[src/rtl/pgb_pkg.sv]
package pgb_pkg;
  localparam int BUS_DW = 32;

  localparam logic [7:0] OFF_CMD   = 8'h2C;
  localparam logic [7:0] OFF_WD_HI = 8'h30;
  localparam logic [7:0] OFF_WD_LO = 8'h34;
  localparam logic [7:0] OFF_RD_HI = 8'h38;
  localparam logic [7:0] OFF_RD_LO = 8'h3C;
  localparam logic [7:0] OFF_CTRL  = 8'h40;
  localparam logic [7:0] OFF_IRQ   = 8'h44;

  localparam int CMD_GO   = 0;
  localparam int CMD_WR   = 1;
  localparam int CMD_CLR  = 2;
  localparam int CMD_REG  = 16;
  localparam int CMD_PAGE = 24;

  localparam int CTL_IEN  = 1;
  localparam int CTL_REQ  = 3;
  localparam int CTL_GNT  = 4;
  localparam int CTL_INIT = 6;

  typedef struct packed {
    logic [7:0] page;
    logic [7:0] regno;
    logic       wr;
  } cmd_t;
endpackage

[src/rtl/pgb_regfile.sv]
module pgb_regfile #(
  parameter int AW = 5,
  parameter int DW = 64
) (
  input  logic          clk_i,
  input  logic          rst_ni,
  input  logic          valid_i,
  input  logic          we_i,
  input  logic [AW-1:0] addr_i,
  input  logic [DW-1:0] wdata_i,
  output logic [DW-1:0] rdata_o
);
  localparam int DEPTH = 1 << AW;

  logic [DW-1:0] mem_q [DEPTH];

  always_ff @(posedge clk_i or negedge rst_ni) begin
    if (!rst_ni) begin
      for (int i = 0; i < DEPTH; i++) mem_q[i] <= '0;
    end else if (valid_i && we_i) begin
      mem_q[addr_i] <= wdata_i;
    end
  end

  assign rdata_o = mem_q[addr_i];
endmodule

[src/rtl/pgb_irq_capture.sv]
module pgb_irq_capture #(
  parameter int N = 13
) (
  input  logic         clk_i,
  input  logic         rst_ni,
  input  logic [N-1:0] pulse_i,
  input  logic         clr_we_i,
  input  logic [N-1:0] clr_mask_i,
  output logic [N-1:0] pend_o
);
  logic [N-1:0] pend_q;
  logic [N-1:0] clr_eff;

  assign clr_eff = clr_we_i ? clr_mask_i : '0;

  // set beats clear in the same cycle
  always_ff @(posedge clk_i or negedge rst_ni) begin
    if (!rst_ni) pend_q <= '0;
    else         pend_q <= (pend_q & ~clr_eff) | pulse_i;
  end

  assign pend_o = pend_q;

  AST_IRQ_SET_WINS: assert property (@(posedge clk_i) disable iff (!rst_ni)
    1'b1 |=> ((pend_q & $past(pulse_i)) == $past(pulse_i)));

  AST_IRQ_STICKY: assert property (@(posedge clk_i) disable iff (!rst_ni)
    1'b1 |=> ((pend_q & $past(pend_q) & ~$past(clr_we_i ? clr_mask_i : '0))
              == ($past(pend_q) & ~$past(clr_we_i ? clr_mask_i : '0))));
endmodule

[src/rtl/pgb_cmd_engine.sv]
module pgb_cmd_engine
  import pgb_pkg::*;
#(
  parameter int LAT    = 4,
  parameter int PAGE_W = 2,
  parameter int REG_W  = 3,
  localparam int AW    = PAGE_W + REG_W,
  localparam int CNT_W = (LAT > 1) ? $clog2(LAT) : 1
) (
  input  logic          clk_i,
  input  logic          rst_ni,
  input  logic          req_i,
  input  logic          cmd_we_i,
  input  cmd_t          cmd_i,
  input  logic          go_i,
  input  logic          clr_i,
  input  logic          wd_hi_we_i,
  input  logic          wd_lo_we_i,
  input  logic [31:0]   wdata_i,
  output logic          gnt_o,
  output logic          busy_o,
  output cmd_t          cmd_o,
  output logic [63:0]   wd_o,
  output logic [63:0]   rd_o,
  output logic          sw_valid_o,
  output logic          sw_we_o,
  output logic [AW-1:0] sw_addr_o,
  output logic [63:0]   sw_wdata_o,
  input  logic [63:0]   sw_rdata_i
);
  logic             gnt_q;
  logic             busy_q;
  logic [CNT_W-1:0] cnt_q;
  cmd_t             cmd_q;
  logic [31:0]      wd_hi_q, wd_lo_q;
  logic [63:0]      rd_q;
  logic             clr_hit, accept, last;

  assign clr_hit = cmd_we_i && clr_i;
  assign accept  = cmd_we_i && go_i && !clr_i && gnt_q && !busy_q;
  assign last    = busy_q && (cnt_q == CNT_W'(LAT - 1));

  always_ff @(posedge clk_i or negedge rst_ni) begin
    if (!rst_ni) gnt_q <= 1'b0;
    else         gnt_q <= req_i;
  end

  always_ff @(posedge clk_i or negedge rst_ni) begin
    if (!rst_ni) begin
      busy_q <= 1'b0;
      cnt_q  <= '0;
      cmd_q  <= '0;
    end else if (clr_hit) begin
      busy_q <= 1'b0;
      cnt_q  <= '0;
    end else if (accept) begin
      busy_q <= 1'b1;
      cnt_q  <= '0;
      cmd_q  <= cmd_i;
    end else if (last) begin
      busy_q <= 1'b0;
    end else if (busy_q) begin
      cnt_q <= cnt_q + 1'b1;
    end
  end

  // staging locked while busy so the access sees stable data
  always_ff @(posedge clk_i or negedge rst_ni) begin
    if (!rst_ni) begin
      wd_hi_q <= '0;
      wd_lo_q <= '0;
    end else if (clr_hit) begin
      wd_hi_q <= '0;
      wd_lo_q <= '0;
    end else if (!busy_q) begin
      if (wd_hi_we_i) wd_hi_q <= wdata_i;
      if (wd_lo_we_i) wd_lo_q <= wdata_i;
    end
  end

  always_ff @(posedge clk_i or negedge rst_ni) begin
    if (!rst_ni)                rd_q <= '0;
    else if (clr_hit)           rd_q <= '0;
    else if (last && !cmd_q.wr) rd_q <= sw_rdata_i;
  end

  assign gnt_o      = gnt_q;
  assign busy_o     = busy_q;
  assign cmd_o      = cmd_q;
  assign wd_o       = {wd_hi_q, wd_lo_q};
  assign rd_o       = rd_q;
  assign sw_valid_o = last && !clr_hit;
  assign sw_we_o    = cmd_q.wr;
  assign sw_addr_o  = {cmd_q.page[PAGE_W-1:0], cmd_q.regno[REG_W-1:0]};
  assign sw_wdata_o = {wd_hi_q, wd_lo_q};

  AST_GNT_DROPS: assert property (@(posedge clk_i) disable iff (!rst_ni)
    !req_i |=> !gnt_o);

  AST_ACCEPT_NEEDS_GNT: assert property (@(posedge clk_i) disable iff (!rst_ni)
    $rose(busy_q) |-> ($past(gnt_q) && $past(cmd_we_i)));

  AST_BUSY_ENDS_WITH_ACCESS: assert property (@(posedge clk_i) disable iff (!rst_ni)
    $fell(busy_q) |-> ($past(sw_valid_o) || $past(clr_hit)));

  AST_RD_HOLD: assert property (@(posedge clk_i) disable iff (!rst_ni)
    !(sw_valid_o && !sw_we_o) && !clr_hit |=> $stable(rd_o));

  AST_STAGE_LOCK: assert property (@(posedge clk_i) disable iff (!rst_ni)
    busy_q && !clr_hit |=> $stable(wd_o));

  AST_CLR_IDLE: assert property (@(posedge clk_i) disable iff (!rst_ni)
    clr_hit |=> (!busy_o && wd_o == '0 && rd_o == '0));
endmodule

[src/rtl/pgb_bridge.sv]
module pgb_bridge
  import pgb_pkg::*;
#(
  parameter int ADDR_W  = 8,
  parameter int PAGE_W  = 2,
  parameter int REG_W   = 3,
  parameter int LAT     = 4,
  parameter int NUM_IRQ = 13
) (
  input  logic               clk_i,
  input  logic               rst_ni,
  input  logic               bus_we_i,
  input  logic               bus_re_i,
  input  logic [ADDR_W-1:0]  bus_addr_i,
  input  logic [31:0]        bus_wdata_i,
  output logic [31:0]        bus_rdata_o,
  input  logic [NUM_IRQ-1:0] irq_pulse_i,
  input  logic               init_done_i,
  output logic               irq_o
);
  localparam int AW = PAGE_W + REG_W;

  logic hit_cmd, hit_wdh, hit_wdl, hit_rdh, hit_rdl, hit_ctl, hit_irq;
  assign hit_cmd = bus_addr_i == ADDR_W'(OFF_CMD);
  assign hit_wdh = bus_addr_i == ADDR_W'(OFF_WD_HI);
  assign hit_wdl = bus_addr_i == ADDR_W'(OFF_WD_LO);
  assign hit_rdh = bus_addr_i == ADDR_W'(OFF_RD_HI);
  assign hit_rdl = bus_addr_i == ADDR_W'(OFF_RD_LO);
  assign hit_ctl = bus_addr_i == ADDR_W'(OFF_CTRL);
  assign hit_irq = bus_addr_i == ADDR_W'(OFF_IRQ);

  logic req_q, ien_q;
  always_ff @(posedge clk_i or negedge rst_ni) begin
    if (!rst_ni) begin
      req_q <= 1'b0;
      ien_q <= 1'b0;
    end else if (bus_we_i && hit_ctl) begin
      req_q <= bus_wdata_i[CTL_REQ];
      ien_q <= bus_wdata_i[CTL_IEN];
    end
  end

  cmd_t cmd_in, cmd_cur;
  assign cmd_in.page  = bus_wdata_i[CMD_PAGE +: 8];
  assign cmd_in.regno = bus_wdata_i[CMD_REG +: 8];
  assign cmd_in.wr    = bus_wdata_i[CMD_WR];

  logic          gnt, busy, sw_valid, sw_we;
  logic [63:0]   wd, rd, sw_wdata, sw_rdata;
  logic [AW-1:0] sw_addr;

  pgb_cmd_engine #(
    .LAT    (LAT),
    .PAGE_W (PAGE_W),
    .REG_W  (REG_W)
  ) u_eng (
    .clk_i      (clk_i),
    .rst_ni     (rst_ni),
    .req_i      (req_q),
    .cmd_we_i   (bus_we_i && hit_cmd),
    .cmd_i      (cmd_in),
    .go_i       (bus_wdata_i[CMD_GO]),
    .clr_i      (bus_wdata_i[CMD_CLR]),
    .wd_hi_we_i (bus_we_i && hit_wdh),
    .wd_lo_we_i (bus_we_i && hit_wdl),
    .wdata_i    (bus_wdata_i),
    .gnt_o      (gnt),
    .busy_o     (busy),
    .cmd_o      (cmd_cur),
    .wd_o       (wd),
    .rd_o       (rd),
    .sw_valid_o (sw_valid),
    .sw_we_o    (sw_we),
    .sw_addr_o  (sw_addr),
    .sw_wdata_o (sw_wdata),
    .sw_rdata_i (sw_rdata)
  );

  pgb_regfile #(
    .AW (AW),
    .DW (64)
  ) u_rf (
    .clk_i   (clk_i),
    .rst_ni  (rst_ni),
    .valid_i (sw_valid),
    .we_i    (sw_we),
    .addr_i  (sw_addr),
    .wdata_i (sw_wdata),
    .rdata_o (sw_rdata)
  );

  logic [NUM_IRQ-1:0] pend;

  pgb_irq_capture #(
    .N (NUM_IRQ)
  ) u_irq (
    .clk_i      (clk_i),
    .rst_ni     (rst_ni),
    .pulse_i    (irq_pulse_i),
    .clr_we_i   (bus_we_i && hit_irq),
    .clr_mask_i (bus_wdata_i[NUM_IRQ-1:0]),
    .pend_o     (pend)
  );

  logic [31:0] cmd_rb, ctl_rb, rd_mux, rdata_q;
  assign cmd_rb = {cmd_cur.page, cmd_cur.regno, 14'd0, cmd_cur.wr, busy};

  always_comb begin
    ctl_rb           = '0;
    ctl_rb[CTL_IEN]  = ien_q;
    ctl_rb[CTL_REQ]  = req_q;
    ctl_rb[CTL_GNT]  = gnt;
    ctl_rb[CTL_INIT] = init_done_i;
  end

  always_comb begin
    rd_mux = '0;
    if (hit_cmd) rd_mux = cmd_rb;
    if (hit_wdh) rd_mux = wd[63:32];
    if (hit_wdl) rd_mux = wd[31:0];
    if (hit_rdh) rd_mux = rd[63:32];
    if (hit_rdl) rd_mux = rd[31:0];
    if (hit_ctl) rd_mux = ctl_rb;
    if (hit_irq) rd_mux = 32'(pend);
  end

  always_ff @(posedge clk_i or negedge rst_ni) begin
    if (!rst_ni)       rdata_q <= '0;
    else if (bus_re_i) rdata_q <= rd_mux;
  end

  assign bus_rdata_o = rdata_q;
  assign irq_o       = ien_q && (|pend);

  AST_NO_WR_RD_SAME: assert property (@(posedge clk_i) disable iff (!rst_ni)
    !(bus_we_i && bus_re_i));

  AST_RDATA_ONLY_ON_READ: assert property (@(posedge clk_i) disable iff (!rst_ni)
    !bus_re_i |=> $stable(bus_rdata_o));

  AST_IRQ_NEEDS_PEND: assert property (@(posedge clk_i) disable iff (!rst_ni)
    $rose(irq_o) |-> (ien_q && pend != '0));
endmodule

[config.mk]
export PLATFORM = sky130hd
export DESIGN_NAME = pgb_bridge
export DESIGN_NICKNAME = d
export VERILOG_FILES = /design/src/rtl/pgb_pkg.sv /design/src/rtl/pgb_regfile.sv /design/src/rtl/pgb_irq_capture.sv /design/src/rtl/pgb_cmd_engine.sv /design/src/rtl/pgb_bridge.sv
export SDC_FILE = /design/constraint.sdc
export NUM_CORES = 2
export LEC_CHECK = 0
export BUFFER_PORTS_ARGS = -buffer_cell sky130_fd_sc_hd__buf_2
export CAP_MARGIN = 0
export CORE_MARGIN = 5
export CORE_UTILIZATION = 52
export DETAILED_ROUTE_END_ITERATION = 8
export MAX_ROUTING_LAYER = met4
export PLACE_DENSITY = 0.7
export SYNTH_ARGS = -nofsm -noshare
export SYNTH_HDL_FRONTEND = slang
export SYNTH_SLANG_ARGS = --single-unit
[constraint.sdc]
create_clock -name clk_i -period 2.25 [get_ports clk_i]
set_input_delay 0.45 -clock clk_i [delete_from_list [all_inputs] [get_ports clk_i]]
set_output_delay 0.45 -clock clk_i [all_outputs]
set_load 0.02 [all_outputs]
==> metrics.yaml <==
final_net_count: 8099
worstSkewPairLatency_ps: 890
drive_above_1_share: 0.457
cts_max_path_buffers: 3
cts_tree: "done"
p_sw_frac: 0.226
timing.final.ws_setup_ps: -256
area_growth_pct: 23.9
dr.pass1.iters: 6
cp_common_cell: "buf_4"
post_dp_cell_area_um2: 112000
hold_viol: 0
outcome: "finished with violations"
globalplace.congestion: 0.944
synth_cell_types: 62
fin_worst_skew_ps: 72.2
ys.flop_type: "dfrtp_1"
drc: 0
switchingPower_mw: 18.5
cp_slowest_cell: "dfrtp_1"
totalWireLength_um: 332000
drtAntennaViolNets: 0
die_y_um: 450
grt_overflow: 0
power.total_mw: 81.9
drt-initial-drc-count: 6359
pin_count: 91
route.vias.total: 68800
max_slew.worst_pin.slew_ps: 679
placeableCoreArea_um2: 193000
crit_type: "reg2reg"
clk_pin_slew_worst_paths_ps: 60
drt-wirelength-per-cell_um: 30.9
async_reset_ff_frac: 1.00
clkPwrFrac: 0.478
seq_power_share: 0.494
yosysSeqAreaShare: 0.557
fin_crit_sh: 1.11
fin_area_um2: 125000
synth_seq_cells: 2244
setup.worst_path.start_class: "register"
crit_fanout: 8
power_frac_comb: 0.028
cap_violations: 0
cts_made_buffers: 226
cp.arrival_ps: 3210
min_period_ps: 2510
rows: 161
grt_pass1_wl_um: 486000
synth-edff-count: 0
design.die.area_um2: 203000
start_util: 0.523
rsz0062_at_grt: "true"
powerDensity_nw_per_um2: 656
hpwl_um: 206000
cpLargestDelayFamily: "buffers and inverters"
hold_path.class: "in2reg"
relSlewSlack: 0.546
setup_viol_count_final: 1089
syn-num-nets: 7422
cts_htree_levels: 4
clock_sinks: 2244
avgSynthCellArea_um2: 13.7
path_buf_inv: 6
vias_per_cell: 6.39
ir_drop_mv: 0.802
worst_setup_path_end_kind: "register"
yosys_warnings: 0
grt_usage: 0.329
crit_chain: "buf_12 > buf_8 > buf_4 > nor3_2 > buf_4 > nand4_1 > buf_4 > buf_12 > mux2_2"
root_buffer: "clkbuf_16"
synth_top_cell_by_area: "dfrtp_1"
grt_max_degree: 112
synth_top_cell_area_share: 0.557
portBuffers: 90
synth.area.top_cells: "dfrtp_1, mux2_2, mux2i_1, o22ai_1, clkbuf_1"
grt_antenna_before_repair: 11
syn_inst: 7363
fmax_mhz: 399
critPathRequiredTime_ps: 2960
p_int_mw: 63.4
max_stage_delay_ps: 410
violations: "negative setup slack"
grt_pass1_vias: 71400
syn_area_um2: 101000
drv_slew: 0
cellLeakagePower_nw: 57.2
die_w_um: 450
-- path summary, 6_finish.rpt --
path                            cells past startpoint                to  slack [ps]             start
min in group asynchronous                           2  u_rf.mem_q[1634]         110            rst_ni
max in group asynchronous                           4  u_rf.mem_q[1526]         980            rst_ni
worst min-delay path                                2   bus_rdata_o[24]         100          bus_re_i
worst min register to register                      1  u_rf.mem_q[1976]         490  u_rf.mem_q[1976]
worst max register to register                      9   u_rf.mem_q[976]        -260    u_eng.cmd_o[2]
worst max-delay path                                9   u_rf.mem_q[976]        -260    u_eng.cmd_o[2]
-- power by group through the flow --
stage          sequential (mW)  combinational (mW)  clock [mW]
3_3_place_gp              41.2                2.17           0
6_report                  40.5                2.31        39.1
4_1_cts                   40.5                2.31        39.5
2_1_floorplan             41.3               0.534           0
5_1_grt                   40.5                2.52        41.2
3_5_place_dp              41.2                2.22           0
-- per-layer routing --
metal / routed length, um / share of wire / vias up / global-route usage
met5: 0 / 0 / - / -
met4: 18000 / 0.054 / 0 / 0.152
met3: 23200 / 0.070 / 873 / 0.0567
met2: 157000 / 0.47 / 2819 / 0.511
met1: 135000 / 0.40 / 36700 / 0.426
li1: - / - / 28400 / -
-- stage by stage --
stage	worst slack (ps)	util	TNS [ps]	hold WS (ps)	instances
4_1_cts	-222	0.638	-16380	51.7	10700
3_5_place_dp	-580	0.583	-701520	413	10100
5_1_grt	-268	0.648	-126580	67.5	10800
3_3_place_gp	-550	0.583	-684630	413	10100
2_1_floorplan	-45.7	-	-6790	154	7363
6_report	-256	0.648	-78580	101	10800
-- state kept, by name, indices dropped and copies added (netlist names) --
register and cells:
u_eng.cnt_q 2, u_rf.mem_q 2048, u_eng.busy_o 1, u_eng.sw_we_o 1, u_irq.pend_o 13, bus_rdata_o 32
u_eng.wd_hi_q 32, u_eng.cmd_o 16, u_eng.wd_lo_q 32, u_eng.gnt_o 1, req_q 1, u_eng.rd_o 64
ien_q 1
-- cells by family (layout without fill, tap and decap cells) --
logic type               after synthesis  after routing  synth area share
other                                  0              8                 0
flip-flops                          2244           2244             0.557
XOR/XNOR                               1              1         0.0000869
adder cells (fa/ha/maj)                1              1          0.000124
multiplexers                        3110           3110             0.335
AO/OA/AOI/OAI                        772            772            0.0503
buffers and inverters                710           1581            0.0300
AND/OR/NAND/NOR                      525            525            0.0272
-- layout by cell type, fill, tap and decap left out, drive strengths merged, types with 23 or more instances in the layout --
cell type and count:
mux2 2071, nor4 132, dfrtp 2244, a21oi 74, a22o 65, dlygate4sd3 58
clkinv 55, buf 1062, nand3 26, clkbuf 354, nor2 43, nand2 235
mux2i 1036, a2bb2oi 23, inv 24, o22ai 520
-- synthesized netlist by cell type (3+ instances only) --
cell,instances
a21o_1,14
a21oi_1,74
a221o_1,9
a22o_1,65
a22oi_1,4
a2bb2oi_1,23
a32oi_1,8
and2_1,6
and3_1,7
buf_1,55
buf_2,225
buf_4,7
buf_6,7
clkbuf_1,396
dfrtp_1,2244
inv_1,17
mux2_1,47
mux2_2,2024
mux2i_1,1036
mux4_2,3
nand2_1,227
nand2_2,8
nand2b_1,9
nand3_1,25
nand4_1,8
nand4_2,3
nand4b_1,5
nand4bb_1,4
nor2_1,40
nor2_2,3
nor2b_1,21
nor3_1,3
nor3_2,3
nor4_1,131
o211ai_1,17
o21ai_0,18
o221ai_1,13
o22ai_1,520
or4b_2,4
-- area by class of cell --
class | count | area [um^2]
Inverter | 20 | 75.1
Multi-Input combinational cell | 4409 | 43400
Tap cell | 2526 | 3160
Timing Repair Buffer | 1139 | 14200
Clock buffer | 341 | 6710
Fill cell | 13700 | 67700
Clock inverter | 81 | 1110
Sequential cell | 2244 | 56200
Antenna cell | 8 | 20.0
-- repair_timing --
item | in CTS | in global routing
gates resized for setup | 196 | 211
setup endpoints to repair | 991 | 1293
hold buffers | 58 | 0
endpoints found under the hold margin | 528 | 0
pin swaps | 56 | 58
buffers inserted | 75 | 67
gates cloned | 18 | 13
Power figures use the tool's default switching activity.
